`src/rtl/idxb_pkg.sv`:
```
package idxb_pkg;

  typedef enum logic [1:0] {
    MAP_BUF = 2'd0,
    MAP_PIO = 2'd1,
    MAP_CMD = 2'd2,
    MAP_DEV = 2'd3
  } map_e;

  typedef enum logic [1:0] {
    CYC_CMD  = 2'd0,
    CYC_ADDR = 2'd1,
    CYC_DATA = 2'd2,
    CYC_RSVD = 2'd3
  } cyc_e;

  typedef enum logic [1:0] {
    ACC_NONE = 2'd0,
    ACC_CTRL = 2'd1,
    ACC_DATA = 2'd2
  } acc_e;

  typedef enum logic [1:0] {
    ST_IDLE  = 2'd0,
    ST_ISSUE = 2'd1,
    ST_WAIT  = 2'd2
  } seq_e;

endpackage

```
`src/rtl/idxb_offset_decode.sv`:
```
module idxb_offset_decode
  import idxb_pkg::*;
#(
  parameter int unsigned OFS_W    = 5,
  parameter int unsigned CTRL_OFS = 0,
  parameter int unsigned DATA_OFS = 16
) (
  input  logic [OFS_W-1:0] host_addr,
  output acc_e             kind
);

  function automatic acc_e classify(input logic [OFS_W-1:0] a);
    if (a == OFS_W'(CTRL_OFS))      return ACC_CTRL;
    else if (a == OFS_W'(DATA_OFS)) return ACC_DATA;
    else                            return ACC_NONE;
  endfunction

  always_comb kind = classify(host_addr);

endmodule

```
`src/rtl/idxb_ctrl_reg.sv`:
```
module idxb_ctrl_reg
  import idxb_pkg::*;
#(
  parameter int unsigned CTRL_W = 28,
  parameter int unsigned BANKS  = 4,
  localparam int unsigned MAP_W  = 2,
  localparam int unsigned CYC_W  = 2,
  localparam int unsigned BANK_W = $clog2(BANKS),
  localparam int unsigned PAGE_W = CTRL_W - MAP_W - BANK_W
) (
  input  logic              clk,
  input  logic              rst_n,
  input  logic              load,
  input  logic [CTRL_W-1:0] din,
  output logic [CTRL_W-1:0] word,
  output logic [MAP_W-1:0]  map,
  output logic [BANK_W-1:0] bank,
  output logic [BANKS-1:0]  bank_sel,
  output logic [PAGE_W-1:0] page,
  output logic [CYC_W-1:0]  cycle,
  output logic              reserved
);

  function automatic logic [MAP_W-1:0] map_of(input logic [CTRL_W-1:0] w);
    return w[CTRL_W-1 -: MAP_W];
  endfunction

  function automatic logic [BANK_W-1:0] bank_of(input logic [CTRL_W-1:0] w);
    return w[CTRL_W-MAP_W-1 -: BANK_W];
  endfunction

  function automatic logic [PAGE_W-1:0] page_of(input logic [CTRL_W-1:0] w);
    return w[PAGE_W-1:0];
  endfunction

  function automatic logic [CYC_W-1:0] cycle_of(input logic [CTRL_W-1:0] w);
    if (map_of(w) == MAP_DEV) return w[CYC_W-1:0];
    else                      return '0;
  endfunction

  function automatic logic is_reserved(input logic [CTRL_W-1:0] w);
    return (map_of(w) == MAP_DEV) && (w[CYC_W-1:0] == CYC_RSVD);
  endfunction

  always_ff @(posedge clk or negedge rst_n) begin
    if (!rst_n)    word <= '0;
    else if (load) word <= din;
  end

  always_comb begin
    map      = map_of(word);
    bank     = bank_of(word);
    page     = page_of(word);
    cycle    = cycle_of(word);
    reserved = is_reserved(word);
  end

  for (genvar b = 0; b < BANKS; b++) begin : g_bank
    assign bank_sel[b] = (bank == BANK_W'(b));
  end

endmodule

```
`src/rtl/idxb_seq.sv`:
```
module idxb_seq
  import idxb_pkg::*;
#(
  parameter int unsigned DATA_W = 32
) (
  input  logic              clk,
  input  logic              rst_n,
  input  logic              host_valid,
  input  logic              host_write,
  input  acc_e              kind,
  input  logic              reserved,
  input  logic [DATA_W-1:0] host_wdata,
  input  logic [DATA_W-1:0] ctrl_rdback,
  output logic              host_ready,
  output logic              acc_fire,
  output logic              ctrl_load,
  output logic              rd_wait,
  output logic              rsp_valid,
  output logic              rsp_err,
  output logic [DATA_W-1:0] rsp_rdata,
  output logic              dn_valid,
  input  logic              dn_ready,
  output logic              dn_write,
  output logic [DATA_W-1:0] dn_wdata,
  input  logic              dn_rvalid,
  input  logic [DATA_W-1:0] dn_rdata
);

  seq_e st;

  assign host_ready = (st == ST_IDLE);
  assign acc_fire   = host_valid && host_ready;
  assign ctrl_load  = acc_fire && (kind == ACC_CTRL) && host_write;
  assign dn_valid   = (st == ST_ISSUE);
  assign rd_wait    = (st == ST_WAIT);

  always_ff @(posedge clk or negedge rst_n) begin
    if (!rst_n) begin
      st        <= ST_IDLE;
      rsp_valid <= 1'b0;
      rsp_err   <= 1'b0;
      rsp_rdata <= '0;
      dn_write  <= 1'b0;
      dn_wdata  <= '0;
    end else begin
      rsp_valid <= 1'b0;
      unique case (st)
        ST_IDLE: begin
          if (acc_fire) begin
            unique case (kind)
              ACC_CTRL: begin
                rsp_valid <= 1'b1;
                rsp_err   <= 1'b0;
                rsp_rdata <= host_write ? '0 : ctrl_rdback;
              end
              ACC_DATA: begin
                if (reserved) begin
                  rsp_valid <= 1'b1;
                  rsp_err   <= 1'b1;
                  rsp_rdata <= '0;
                end else begin
                  st       <= ST_ISSUE;
                  dn_write <= host_write;
                  dn_wdata <= host_write ? host_wdata : '0;
                end
              end
              default: begin
                rsp_valid <= 1'b1;
                rsp_err   <= 1'b1;
                rsp_rdata <= '0;
              end
            endcase
          end
        end
        ST_ISSUE: begin
          if (dn_ready) begin
            if (dn_write) begin
              rsp_valid <= 1'b1;
              rsp_err   <= 1'b0;
              rsp_rdata <= '0;
              st        <= ST_IDLE;
            end else begin
              st <= ST_WAIT;
            end
          end
        end
        ST_WAIT: begin
          if (dn_rvalid) begin
            rsp_valid <= 1'b1;
            rsp_err   <= 1'b0;
            rsp_rdata <= dn_rdata;
            st        <= ST_IDLE;
          end
        end
        default: st <= ST_IDLE;
      endcase
    end
  end

endmodule

```
`src/rtl/idx_window_bridge.sv`:
```
module idx_window_bridge
  import idxb_pkg::*;
#(
  parameter int unsigned DATA_W   = 32,
  parameter int unsigned CTRL_W   = 28,
  parameter int unsigned BANKS    = 4,
  parameter int unsigned OFS_W    = 5,
  parameter int unsigned CTRL_OFS = 0,
  parameter int unsigned DATA_OFS = 16,
  localparam int unsigned BANK_W  = $clog2(BANKS),
  localparam int unsigned PAGE_W  = CTRL_W - 2 - BANK_W
) (
  input  logic              clk,
  input  logic              rst_n,
  input  logic              host_valid,
  output logic              host_ready,
  input  logic              host_write,
  input  logic [OFS_W-1:0]  host_addr,
  input  logic [DATA_W-1:0] host_wdata,
  output logic              rsp_valid,
  output logic              rsp_err,
  output logic [DATA_W-1:0] rsp_rdata,
  output logic              dn_valid,
  input  logic              dn_ready,
  output logic              dn_write,
  output logic [1:0]        dn_map,
  output logic [BANK_W-1:0] dn_bank,
  output logic [BANKS-1:0]  dn_bank_sel,
  output logic [PAGE_W-1:0] dn_page,
  output logic [1:0]        dn_cycle,
  output logic [DATA_W-1:0] dn_wdata,
  input  logic              dn_rvalid,
  input  logic [DATA_W-1:0] dn_rdata
);

  acc_e              kind;
  logic              acc_fire;
  logic              ctrl_load;
  logic              rd_wait;
  logic              rsvd_code;
  logic [CTRL_W-1:0] ctrl_word;
  logic [DATA_W-1:0] ctrl_rdback;

  assign ctrl_rdback = {{(DATA_W-CTRL_W){1'b0}}, ctrl_word};

  idxb_offset_decode #(
    .OFS_W(OFS_W), .CTRL_OFS(CTRL_OFS), .DATA_OFS(DATA_OFS)
  ) u_dec (
    .host_addr(host_addr),
    .kind     (kind)
  );

  idxb_ctrl_reg #(
    .CTRL_W(CTRL_W), .BANKS(BANKS)
  ) u_ctrl (
    .clk     (clk),
    .rst_n   (rst_n),
    .load    (ctrl_load),
    .din     (host_wdata[CTRL_W-1:0]),
    .word    (ctrl_word),
    .map     (dn_map),
    .bank    (dn_bank),
    .bank_sel(dn_bank_sel),
    .page    (dn_page),
    .cycle   (dn_cycle),
    .reserved(rsvd_code)
  );

  idxb_seq #(
    .DATA_W(DATA_W)
  ) u_seq (
    .clk        (clk),
    .rst_n      (rst_n),
    .host_valid (host_valid),
    .host_write (host_write),
    .kind       (kind),
    .reserved   (rsvd_code),
    .host_wdata (host_wdata),
    .ctrl_rdback(ctrl_rdback),
    .host_ready (host_ready),
    .acc_fire   (acc_fire),
    .ctrl_load  (ctrl_load),
    .rd_wait    (rd_wait),
    .rsp_valid  (rsp_valid),
    .rsp_err    (rsp_err),
    .rsp_rdata  (rsp_rdata),
    .dn_valid   (dn_valid),
    .dn_ready   (dn_ready),
    .dn_write   (dn_write),
    .dn_wdata   (dn_wdata),
    .dn_rvalid  (dn_rvalid),
    .dn_rdata   (dn_rdata)
  );

endmodule

```
`config.mk`:
```
export PLATFORM = sky130hd
export DESIGN_NAME = idx_window_bridge
export DESIGN_NICKNAME = d
export VERILOG_FILES = /design/src/rtl/idxb_pkg.sv /design/src/rtl/idxb_offset_decode.sv /design/src/rtl/idxb_ctrl_reg.sv /design/src/rtl/idxb_seq.sv /design/src/rtl/idx_window_bridge.sv
export SDC_FILE = /design/constraint.sdc
export NUM_CORES = 1
export LEC_CHECK = 0
export BUFFER_PORTS_ARGS = -buffer_cell sky130_fd_sc_hd__buf_2
export CAP_MARGIN = 20
export CELL_PAD_IN_SITES_DETAIL_PLACEMENT = 1
export CELL_PAD_IN_SITES_GLOBAL_PLACEMENT = 1
export CORE_UTILIZATION = 40
export CTS_CLUSTER_SIZE = 8
export DETAILED_ROUTE_END_ITERATION = 6
export HOLD_SLACK_MARGIN = 0.12
export PLACE_DENSITY_LB_ADDON = 0.15
export RECOVER_POWER = 100
export SYNTH_ARGS = -nofsm -noshare
export SYNTH_HDL_FRONTEND = slang
export SYNTH_SLANG_ARGS = --single-unit
export TNS_END_PERCENT = 20
```
`constraint.sdc`:
```
create_clock -name clk -period 3.76 [get_ports clk]
set_input_delay 0.376 -clock clk [delete_from_list [all_inputs] [get_ports clk]]
set_output_delay 0.376 -clock clk [all_outputs]
set_load 0.01 [all_outputs]
```
; After elaboration in Yosys (flattened, before gate mapping)
; Index checks and enable logic that the tools add are counted.
[word_totals]
in_bits = 75
wordCells = 69
ff_bits = 97
out_inout_bits = 103
[classes]
muxes = 33
reduce_logical = 11
bitwise_logic = 1
eq_ne = 17
[op_table]
columns = cell, n
row1 = 32-bit two-way mux, 6
row2 = 32-bit one-hot mux with 3 select lines, 1
row3 = 32-bit one-hot mux with 2 select lines, 1
row4 = 28-bit two-way mux, 1
row5 = 2-bit two-way mux, 9
row6 = 2-bit equality test (second input constant), 6
row7 = 1-bit two-way mux, 11
row8 = 2-bit inequality test (second input constant), 4
row9 = 2-bit by 1-bit equality test with 1-bit output (second input constant), 3
row10 = 1-bit one-hot mux with 3 select lines, 2
row11 = 2-bit one-hot mux with 3 select lines, 1
row12 = 6-bit AND reduction, 1
row13 = 5-bit equality test (second input constant), 1
row14 = 5-bit zero test, 1
row15 = 5-bit AND reduction, 1
row16 = 1-bit logical AND, 4
row17 = 2-bit zero test, 2
row18 = 2-bit by 1-bit inequality test with 1-bit output (second input constant), 2
row19 = 4-bit AND reduction, 1
row20 = 3-bit inequality test (second input constant), 1
row21 = 3-bit nonzero test, 1
row22 = 1-bit one-hot mux with 2 select lines, 1
row23 = 1-bit NOT, 1

; Longest topological paths before layout
[depth]
ltp_word = 7
ltp_mapped = 8
mapped_depth_nobuf = 6

; Modules after synthesis
; Synthesis repeated with hierarchy kept, for this count alone.
[hier_totals]
hier_cells = 314
area_unflattened_um2 = 4633.2
[by_module_without_submodules]
columns = module, seq_area_each_um2, area_per_inst_um2, cells_per_inst, instances
row1 = idxb_seq, 1726.7, 3210.6, 215, 1
row2 = idxb_ctrl_reg, 700.7, 1396.3, 94, 1
row3 = idxb_offset_decode, 0.0, 22.5, 4, 1
row4 = idx_window_bridge, 0.0, 3.8, 1, 1

; Worst setup path after synthesis
; OpenSTA, ideal clock, no wires.
[synth_path]
path_kind = input-to-reg
start = in host_addr[1]
end = reg u_seq.rsp_rdata[10]
t_arrival_ns = 1.921
setup_slack_ns = 1.712
setup_time_ns = 0.128
path_stages = 7
required_ns = 3.632
path_buffers = 3
cell_sequence = or4_4 > buf_6 > nor3b_2 > a211o_1 > buf_4 > buf_4 > mux2_1
[synth_between]
elab_chain_len = 7
word_cells_on_any_way = 11
classes_between = eq/ne: 4 / mux: 5 / reduce/logical: 2
[synth_rtl]
columns = item, line_no
row1 = from (decl), idx_window_bridge.sv:18  ; input logic [OFS_W-1:0] host_addr,
row2 = 5-bit equality test, idxb_offset_decode.sv:14  ; else if (a == OFS_W'(DATA_OFS)) return ACC_DATA;
row3 = 2-bit two-way mux, idxb_offset_decode.sv:14
row4 = 2-bit two-way mux *, idxb_offset_decode.sv:13  ; if (a == OFS_W'(CTRL_OFS)) return ACC_CTRL;
row5 = 2-bit equality test or 2-bit by 1-bit equality test with 1-bit output (tied branches), idxb_seq.sv:50  ; unique case (kind)
row6 = 32-bit one-hot mux with 2 select lines, idxb_seq.sv:50
row7 = 32-bit two-way mux, idxb_seq.sv:49  ; if (acc_fire) begin
row8 = 32-bit one-hot mux with 3 select lines, idxb_seq.sv:47  ; unique case (st)
row9 = to (signal assigned), idxb_seq.sv:54  ; rsp_rdata <= host_write ? '0 : ctrl_rdback;
row10 = to (signal assigned), idxb_seq.sv:91  ; rsp_rdata <= dn_rdata;
row11 = to (decl), idxb_seq.sv:20  ; output logic [DATA_W-1:0] rsp_rdata,
; Mark *: on every way between the ends. The rest lies on a longest branch, timed or not. The select of a mux whose other input is x is not followed.
; A chain may end at the register's enable or synchronous reset.

; Final worst setup path
[layout_path]
start = reg u_seq.st[0]
end = reg u_seq.rsp_rdata[18]
[layout_between]
elab_chain_len = 4
word_cells_on_any_way = 12
classes_between = eq/ne: 7 / mux: 1 / reduce/logical: 4
[layout_rtl]
columns = item, line_no
row1 = from (decl), idxb_seq.sv:29  ; seq_e st;
row2 = from (signal assigned), idxb_seq.sv:39  ; st <= ST_IDLE;
row3 = from (signal assigned), idxb_seq.sv:62  ; st <= ST_ISSUE;
row4 = from (signal assigned), idxb_seq.sv:81  ; st <= ST_IDLE;
row5 = 2-bit zero test, "idxb_seq.sv:31, idxb_seq.sv:47"
row6 = 1-bit logical AND, idxb_seq.sv:32  ; assign acc_fire = host_valid && host_ready;
row7 = 2-bit inequality test (no line), -
row8 = 6-bit AND reduction (no line), -
; Several ways; a longest one is shown, not always the timed one.

==> results.py <==
metrics = {
    "drt": {
        "num_vias": 3342,
        "drtPass1Iterations": 4,
        "vias_per_cell": 5.04,
        "drc": 0,
        "drtIter0Drc": 68,
        "detail-route-antenna-nets": 0,
        "avgRoutedWirePerCell_um": 16.9,
        "drt-total-wl_um": 11200,
    },
    "logic_synthesis": {
        "syn_area_um2": 4330,
        "ys_ff_latch": 97,
        "ys.flop_type": "dfrtp_1",
        "synth_top_area_cell": "dfrtp_1",
        "synthTopCellsByCount": "dfrtp_1, mux2_1, inv_1",
        "synth_area_leaders": "dfrtp_1, mux2_1, a22o_1",
        "synth.most_common_cell": "dfrtp_1",
        "synthDistinctLibCells": 31,
        "synth.avg_cell_area_um2": 12.3,
        "synth_nets": 432,
        "synth_top_area_share_pct": 56.1,
        "synth-seq-area-share_pct": 56.1,
        "ys_warn_count": 0,
        "synth_edf_count": 0,
        "async_reset_ff_share_pct": 100,
        "synth_cells": 353,
    },
    "clock_network": {
        "root_buffer": "clkbuf_8",
        "clk_latency_ns": 0.36,
        "cts.sinks": 97,
        "post_cts_buffers": 0,
        "cts_buffers": 9,
        "htreeDepth": 3,
        "postCtsHoldBufs": 0,
        "cts_tree": "built",
        "ctsResizeCount": 0,
        "path_clk_slew_ns": 0.10,
        "cts.path.max_buffers": 2,
    },
    "global_routing": {
        "antenna_found_initial": 1,
        "grt_pass1_wl_um": 18400,
        "track_usage_pct": 21.1,
        "grt_overflow_total": 0,
        "grt_pass1_vias": 3508,
        "grt_max_degree": 78,
    },
    "setup_path": {
        "worstSetupStartpointType": "flop",
        "worstPathArrival_ns": 3.19,
        "cp_data_required_time_ns": 4.00,
        "cp-end-kind": "flop",
        "crit_type": "reg -> reg",
        "critPathMaxFanout": 33,
    },
    "die": {
        "die_h_um": 106,
        "dieArea_um2": 11200,
        "pin_count": 178,
        "core_area_um2": 10400,
        "die_w_um": 106,
        "start_util_pct": 41.5,
        "num_rows": 37,
    },
    "sta": {
        "fmax_mhz": 338,
        "slew-limit-headroom_pct": -31.2,
        "hold_ws_ns": 0.244,
        "finalSetupTns_ns": 0,
        "finClkSkew_ns": 0.00962,
        "setup_viol": 0,
        "period_share_pct": 78.6,
        "final-hold-violation-count": 0,
        "tightest_slew_ns": 1.97,
        "rsz0062_at_grt": "false",
        "report.final.slew_viol_count": 78,
        "fin_crit_ns": 2.96,
    },
    "place": {
        "hpwl_um": 7910,
        "portBuffers": 177,
        "routabilityCongestion": 0.724,
    },
    "cells_and_area": {
        "n_antenna_cell": 0,
        "n_fill_cell": 1239,
        "drive_gt1_share_pct": 18.4,
        "areaGrowthSynthToFinish_pct": 21.8,
        "nets": 601,
    },
    "job": {
        "maxCapViolations": 1,
    },
    "pwr": {
        "power_density_nw_per_um2": 568,
        "irDropWorstVdd_mv": 0.267,
        "p_leak_nw": 2.62,
    },
    "run_status": {
        "status": "finished, violations left",
        "violations": "capacitance limit, slew limit",
    },
    "hold_path": {
        "hold_class": "in -> reg",
    },
}
[placed cells by master (no fill, tap or decap), types with 2 or more instances in the layout]
cell / synthesis / final
a21oi_1: 2 / 2
a22o_1: 28 / 28
and2_1: 2 / 2
and3_1: 2 / 2
buf_2: 2 / 73
buf_4: 3 / 3
clkbuf_1: 9 / 105
clkbuf_2: 0 / 2
clkbuf_8: 0 / 12
clkinv_2: 0 / 2
dfrtp_1: 97 / 97
ha_1: 4 / 4
inv_1: 40 / 40
mux2_1: 58 / 58
mux2i_1: 5 / 5
nand2_1: 5 / 5
nand2b_1: 2 / 2
nand3_1: 33 / 33
nor2_1: 3 / 3
nor2b_1: 2 / 2
nor4b_1: 0 / 2
o21ai_0: 1 / 31
o21ai_1: 33 / 3
[worst max-delay path: stages, from the launching register on]
cell	delay, ns
dfrtp_1	0.42
inv_1	0.12
ha_1	0.32
inv_1	0.09
o221ai_1	0.33
a211o_1	1.15
mux2_1	0.40
[metal layers]
layer / track usage [%] / vias to the layer above / wire (um)
li1: - / 1557 / -
met2: 36.0 / 109 / 5450
met3: 4.97 / 14 / 730
met4: 7.14 / 0 / 158
met5: 0 / - / 0
met1: 26.3 / 1662 / 4900
[area by class of cell]
cell class              count  area, um^2  area share [%]
flip-flops and latches     97        2430            46.1
multi-input cells         191        1540            29.2
repair buffers            183         792            15.0
clock inverters             4        26.3           0.499
clock buffers              12         165            3.13
inverters                  40         150            2.85
well taps                 136         170            3.23
[through the flow]
stage / util, % / power, mW / cells / setup WS (ns) / area [um^2]
6_report: 50.6 / 2.99 / 663 / 0.804 / 5270
5_1_grt: 50.6 / 3.20 / 663 / 0.532 / 5270
4_1_cts: 52.2 / 3.13 / 663 / 1.21 / 5440
3_5_place_dp: 50.4 / 2.46 / 647 / 1.24 / 5250
3_3_place_gp: 50.4 / 2.42 / 647 / 1.28 / 5250
2_1_floorplan: - / 2.03 / 353 / 1.71 / 4330
[worst paths after layout]
path	slack, ns	to	cells after the start	startpoint
worst max-delay path	0.80	u_seq.rsp_rdata[18]	6	u_seq.st[0]
worst min-delay path	0.24	u_ctrl.word[16]	2	host_wdata[16]
max in group asynchronous	1.28	u_seq.dn_wdata[15]	2	rst_n
worst max register to register	0.80	u_seq.rsp_rdata[18]	6	u_seq.st[0]
min in group asynchronous	0.53	u_seq.dn_write	1	rst_n
worst min register to register	0.50	u_seq.rsp_rdata[15]	1	u_seq.rsp_rdata[15]
[cells by family after synthesis]
kind of cell	synth area share (%)
fa+ha+maj	1.16
compound gates	10.6
simple gates	8.01
buf+inv	7.87
flops	56.1
mux	16.3
[power breakdown]
part	switching, mW	internal (mW)
clock	0.362	0.294
sequential	0.164	1.30
combinational	0.535	0.338
total	1.06	1.93
[state kept, by name, indices dropped and copies added (netlist names)]
| signal | flops |
|---|---|
| u_ctrl.word | 28 |
| u_seq.rsp_err | 1 |
| u_seq.rsp_rdata | 32 |
| u_seq.rsp_valid | 1 |
| u_seq.dn_write | 1 |
| u_seq.dn_wdata | 32 |
| u_seq.st | 2 |
No activity file was read; power rests on OpenSTA's default activity.
